## src/rtl/lcd_bias_pkg.sv

```systemverilog
package lcd_bias_pkg;
  // Burst length in LCD clock periods for a 2-bit code; code 3 aliases code 2.
  function automatic int unsigned fc_periods(input logic [1:0] code, input int unsigned base);
    case (code)
      2'd0:    fc_periods = base;
      2'd1:    fc_periods = base * 2;
      default: fc_periods = base * 4;
    endcase
  endfunction
endpackage

```

## src/rtl/lcd_phase_seq.sv

```systemverilog
module lcd_phase_seq #(
  parameter int IDX_W = 2
) (
  input  logic             clk,
  input  logic             rst,
  input  logic             base_tick,
  input  logic [IDX_W-1:0] duty_sel,
  output logic [IDX_W-1:0] bp_idx,
  output logic             wave_edge
);
  always_ff @(posedge clk) begin
    if (rst) begin
      bp_idx    <= '0;
      wave_edge <= 1'b0;
    end else begin
      wave_edge <= base_tick;
      if (base_tick) begin
        if (bp_idx >= duty_sel) bp_idx <= '0;
        else                    bp_idx <= bp_idx + 1'b1;
      end
    end
  end


  bp_idx_range_chk: assert property (@(posedge clk) disable iff (rst)
    base_tick |=> (bp_idx <= $past(duty_sel)));


  bp_idx_hold_chk: assert property (@(posedge clk) disable iff (rst)
    !base_tick |=> $stable(bp_idx));


  wave_edge_pulse_chk: assert property (@(posedge clk) disable iff (rst)
    base_tick |=> wave_edge);


  wave_edge_quiet_chk: assert property (@(posedge clk) disable iff (rst)
    !base_tick |=> !wave_edge);
endmodule

```

## src/rtl/lcd_fc_timer.sv

```systemverilog
module lcd_fc_timer
  import lcd_bias_pkg::*;
#(
  parameter int FC_BASE = 32
) (
  input  logic clk,
  input  logic rst,
  input  logic lcd_clk_en,
  input  logic base_tick,
  input  logic fast_chg,
  input  logic [1:0] fc_len,
  output logic burst_nxt
);
  localparam int MAX_LEN = FC_BASE * 4;
  localparam int CNT_W   = $clog2(MAX_LEN + 1);

  logic [CNT_W-1:0] cnt_q, cnt_d, load_val;

  always_comb begin
    load_val = CNT_W'(fc_periods(fc_len, FC_BASE));
    cnt_d    = cnt_q;
    if (!fast_chg)                       cnt_d = '0;
    else if (base_tick)                  cnt_d = load_val;
    else if (lcd_clk_en && cnt_q != '0)  cnt_d = cnt_q - 1'b1;
  end

  assign burst_nxt = (cnt_d != '0);

  always_ff @(posedge clk) begin
    if (rst) cnt_q <= '0;
    else     cnt_q <= cnt_d;
  end


  cnt_limit_chk: assert property (@(posedge clk) disable iff (rst)
    cnt_q <= CNT_W'(MAX_LEN));


  cnt_reload_chk: assert property (@(posedge clk) disable iff (rst)
    (fast_chg && base_tick) |=> (cnt_q >= CNT_W'(FC_BASE)));


  cnt_idle_chk: assert property (@(posedge clk) disable iff (rst)
    (!lcd_clk_en && !base_tick && fast_chg) |=> $stable(cnt_q));
endmodule

```

## src/rtl/lcd_bias_ctrl.sv

```systemverilog
module lcd_bias_ctrl #(
  parameter int IDX_W   = 2,
  parameter int FC_BASE = 32
) (
  input  logic             clk,
  input  logic             rst,
  input  logic             lcd_clk_en,
  input  logic             base_tick,
  input  logic [IDX_W-1:0] duty_sel,
  input  logic             low_cur,
  input  logic             fast_chg,
  input  logic [1:0]       fc_len,
  output logic [IDX_W-1:0] bp_idx,
  output logic             wave_edge,
  output logic             hi_cur
);
  logic burst_nxt;

  lcd_phase_seq #(.IDX_W(IDX_W)) u_phase (
    .clk(clk), .rst(rst), .base_tick(base_tick), .duty_sel(duty_sel),
    .bp_idx(bp_idx), .wave_edge(wave_edge)
  );

  lcd_fc_timer #(.FC_BASE(FC_BASE)) u_timer (
    .clk(clk), .rst(rst), .lcd_clk_en(lcd_clk_en), .base_tick(base_tick),
    .fast_chg(fast_chg), .fc_len(fc_len), .burst_nxt(burst_nxt)
  );

  always_ff @(posedge clk) begin
    if (rst)           hi_cur <= 1'b0;
    else if (fast_chg) hi_cur <= burst_nxt;
    else               hi_cur <= !low_cur;
  end


  static_high_chk: assert property (@(posedge clk) disable iff (rst)
    (!fast_chg && !low_cur) |=> hi_cur);


  static_low_chk: assert property (@(posedge clk) disable iff (rst)
    (!fast_chg && low_cur) |=> !hi_cur);


  burst_start_chk: assert property (@(posedge clk) disable iff (rst)
    (fast_chg && base_tick) |=> hi_cur);


  reset_state_chk: assert property (@(posedge clk)
    rst |=> (!hi_cur && !wave_edge && bp_idx == '0));
endmodule

```

## config.mk

```make
export PLATFORM = sky130hd
export DESIGN_NAME = lcd_bias_ctrl
export DESIGN_NICKNAME = d
export VERILOG_FILES = /design/src/rtl/lcd_bias_pkg.sv /design/src/rtl/lcd_phase_seq.sv /design/src/rtl/lcd_fc_timer.sv /design/src/rtl/lcd_bias_ctrl.sv
export SDC_FILE = /design/constraint.sdc
export NUM_CORES = 1
export LEC_CHECK = 0
export BUFFER_PORTS_ARGS = -buffer_cell sky130_fd_sc_hd__buf_2
export CAP_MARGIN = 5
export CORE_UTILIZATION = 40
export CTS_BUF_LIST = sky130_fd_sc_hd__clkbuf_16
export DETAILED_ROUTE_END_ITERATION = 12
export PLACE_DENSITY = 0.67
export SYNTH_ARGS = -nofsm -noshare
export SYNTH_HDL_FRONTEND = slang
export SYNTH_SLANG_ARGS = --single-unit
```

## constraint.sdc

```tcl
create_clock -name clk -period 3.9 [get_ports clk]
set_input_delay 0.195 -clock clk [delete_from_list [all_inputs] [get_ports clk]]
set_output_delay 0.195 -clock clk [all_outputs]
set_load 0.02 [all_outputs]
```

==> summary.txt <==
Floorplan
  – Die span in x: 45.0 um
  – Die area: 0.00203 mm^2
  – Num ports: 14
  – Initial Utilization: 42.9%
  – Row cnt: 15
  – Core ar.: 0.00173 mm^2
  – Die Ht: 45.0 um

Run status
  – Status: finished clean

Timing
  – Final setup skew: 0.00244 ns
  – Setup TNS Final: 0 ns
  – RSZ-0062 raised after global routing: no
  – Final WS setup: 1.80 ns
  – # setup viols final: 0
  – Worst-Margin Slew: 0.368 ns
  – Final Hold Viols: 0
  – Fmax: 477 MHz
  – Slew margin rel.: 75.5%
  – Fin crit share: 53.8%
  – Minimum clock period: 2.10 ns
  – Max-slew violations: 0

Logic synthesis
  – Syn_nets: 99
  – Sequential share of the synthesized area: 32.4%
  – Synth Instances: 85
  – Synth warn: 0
  – #FFs+latches synth: 12
  – Avg Cell Area, Syn: 8.71 um^2
  – Ys flop type: dfxtp_1
  – EDFF count, synth: 0
  – Async set or reset register ratio after synthesis: 0%
  – Post-Syn Area: 741 um^2
  – Unique masters post-synth: 35

Clock tree
  – Setup bufs post-CTS: 0
  – Clk root buf: clkbuf_16
  – PostCTS Resize Cnt: 0
  – CTS clock-pin slew for the worst setup and hold paths: 0.04 ns
  – Max Root-Sink Buffers: 2
  – H-tree lvl count: 1
  – Clock sink count: 12
  – CTS tree: done
  – CTS Buf Count: 3
  – CTS Hold Bufs: 0
  – Clk_lat worst skew: 0.24 ns

GRT
  – First-pass GRT wire length: 2430 um
  – Pin count of the biggest net entering global routing: 12
  – Initial antenna violation count: 0
  – Global Route Usage Sum: 16.7%
  – GRT Residual Overflow: 0
  – Vias in the first global route: 594

Power and ir drop
  – Power per cell area: 428 mW/mm^2
  – Worst VDD drop: 0.000223 V
  – Static leakage: 0.000389 uW

Routing
  – Final wirelength: 1410 um
  – Drt wl/cell: 11.3 um
  – Post-route DRC: 0
  – First-pass DRT Iterations: 4
  – Final ANT Viol Nets: 0
  – Drt via density: 5.06
  – Initial DRC Count: 6
  – DR vias: 632

Layout
  – Area delta synth->final: 21.1%
  – Layout Nets: 115
  – Core Util, Final: 52.0%
  – Antenna fix cells: 0
  – Ratio of cells with drive above 1 in the final layout: 25.0%
  – Cell area after layout: 897 um^2

Setup path
  – CP required: 4.01 ns
  – Startpoint types: flip-flop
  – Crit path from: u_timer.cnt_q[0]
  – Crit. End Element: flip-flop
  – Crit path largest cell delay: 0.51 ns
  – Arrival time at the worst endpoint: 2.20 ns
  – CP Class: flip-flop to flip-flop
  – RR Startpoint: u_timer.cnt_q[0]
  – Worst path cell trace: inv_1 > ha_1 > or3b_2 > nor2_1 > nor4_1 > o311ai_1 > a31oi_1
  – CP max-delay cell: or3b_2
  – Crit-path max FO: 5

Placed design
  – Placement Setup Slack: 1.80 ns
  – DP Wirelength: 1110 um
  – # port buffers: 13
  – Area after DPL: 818 um^2
  – Routability Congestion: 0.897

Flow run
  – Max_cap viols: 0

Hold path
  – HP Class: input port to flip-flop
  – Hold wc startpoint: rst
## cell families (layout without fill, tap and decap cells)
| logic type | after synthesis | in the layout | synth area share (%) |
|---|---|---|---|
| AO/OA/AOI/OAI | 17 | 17 | 18.6 |
| XOR/XNOR | 5 | 5 | 5.91 |
| adder cells (fa/ha/maj) | 4 | 4 | 6.76 |
| buffers and inverters | 9 | 24 | 6.08 |
| flip-flops | 12 | 12 | 32.4 |
| multiplexers | 2 | 2 | 2.70 |
| AND/OR/NAND/NOR | 36 | 36 | 27.5 |
## synthesized netlist by cell type, drive strengths merged, types with 2 or more instances
| master | number | area (um^2) |
|---|---|---|
| ha | 4 | 50.1 |
| xnor2 | 4 | 35.0 |
| a221oi | 2 | 17.5 |
| o21ai | 3 | 26.3 |
| nor4 | 2 | 12.5 |
| nand2 | 2 | 7.51 |
| o31a | 2 | 20.0 |
| or3b | 2 | 17.5 |
| a21oi | 2 | 10.0 |
| mux2i | 2 | 20.0 |
| dfxtp | 12 | 240 |
| nor2 | 16 | 60.1 |
| buf | 2 | 18.8 |
| nand2b | 4 | 25.0 |
| nor3 | 2 | 10.0 |
| inv | 7 | 26.3 |
## through the flow
step                      power (uW)  std cells  hold slack (ns)
after floorplan                  185         85            0.262
after global placement           201        121            0.423
after detailed placement         202        121            0.417
after CTS                        389        125            0.173
after global routing             402        125            0.182
final                            384        125            0.173
## per-layer routing
metal  vias to the layer above  part of all wire [%]  global-route usage [%]
met5                         -                     0                       0
met4                         0                   1.9                    9.09
met3                         4                   3.1                    3.60
met2                        12                    46                    27.0
met1                       286                    49                    20.7
li1                        330                     -                       -
## flip-flops by register name, summed over array words and instances (netlist names)
register and cells:
hi_cur 1, u_timer.cnt_q 8, u_phase.wave_edge 1, u_phase.bp_idx 2
## layout make-up
class / count / area, um^2
Timing Repair Buffer: 13 / 65.1
Fill cell: 173 / 830
Clock buffer: 3 / 75.1
Clock inverter: 1 / 3.75
Sequential cell: 12 / 240
Tap cell: 25 / 31.3
Inverter: 7 / 26.3
Multi-Input combinational cell: 64 / 455
## critical path: cells and delay by family, from the launching register on
kind,cells,cell delay (ns)
buffers and inverters,1,0.11
flip-flops,1,0.32
AND/OR/NAND/NOR,3,0.89
adder cells (fa/ha/maj),1,0.19
AO/OA/AOI/OAI,2,0.45
## layout by cell type, fill, tap and decap left out, types with 2 or more instances in the layout
cell / Yosys / routed
nor2_1: 16 / 16
buf_2: 0 / 13
dfxtp_1: 12 / 12
inv_1: 7 / 7
nand2b_1: 4 / 4
xnor2_1: 4 / 4
ha_1: 4 / 4
clkbuf_16: 0 / 3
a21oi_1: 2 / 2
nand2_1: 2 / 2
or3b_2: 2 / 2
nor3_1: 2 / 2
mux2i_1: 2 / 2
o21ai_0: 2 / 2
o31a_2: 2 / 2
nor4_1: 2 / 2
a221oi_1: 2 / 2
## report_power, final
group	internal (uW)	total (uW)	switching, uW
logic	30.5	65.9	35.4
registers	129	134	5.16
clock network	135	184	49.6
total	294	384	90.2
## worst paths after layout
path              cells past startpoint                 to  slack, ns
hold reg to reg                       2  u_phase.bp_idx[1]       0.54
hold / removal                        2  u_phase.wave_edge       0.17
setup / recovery                      7             hi_cur       1.80
setup reg to reg                      7             hi_cur       1.80
(Power assumes the default switching activity.)
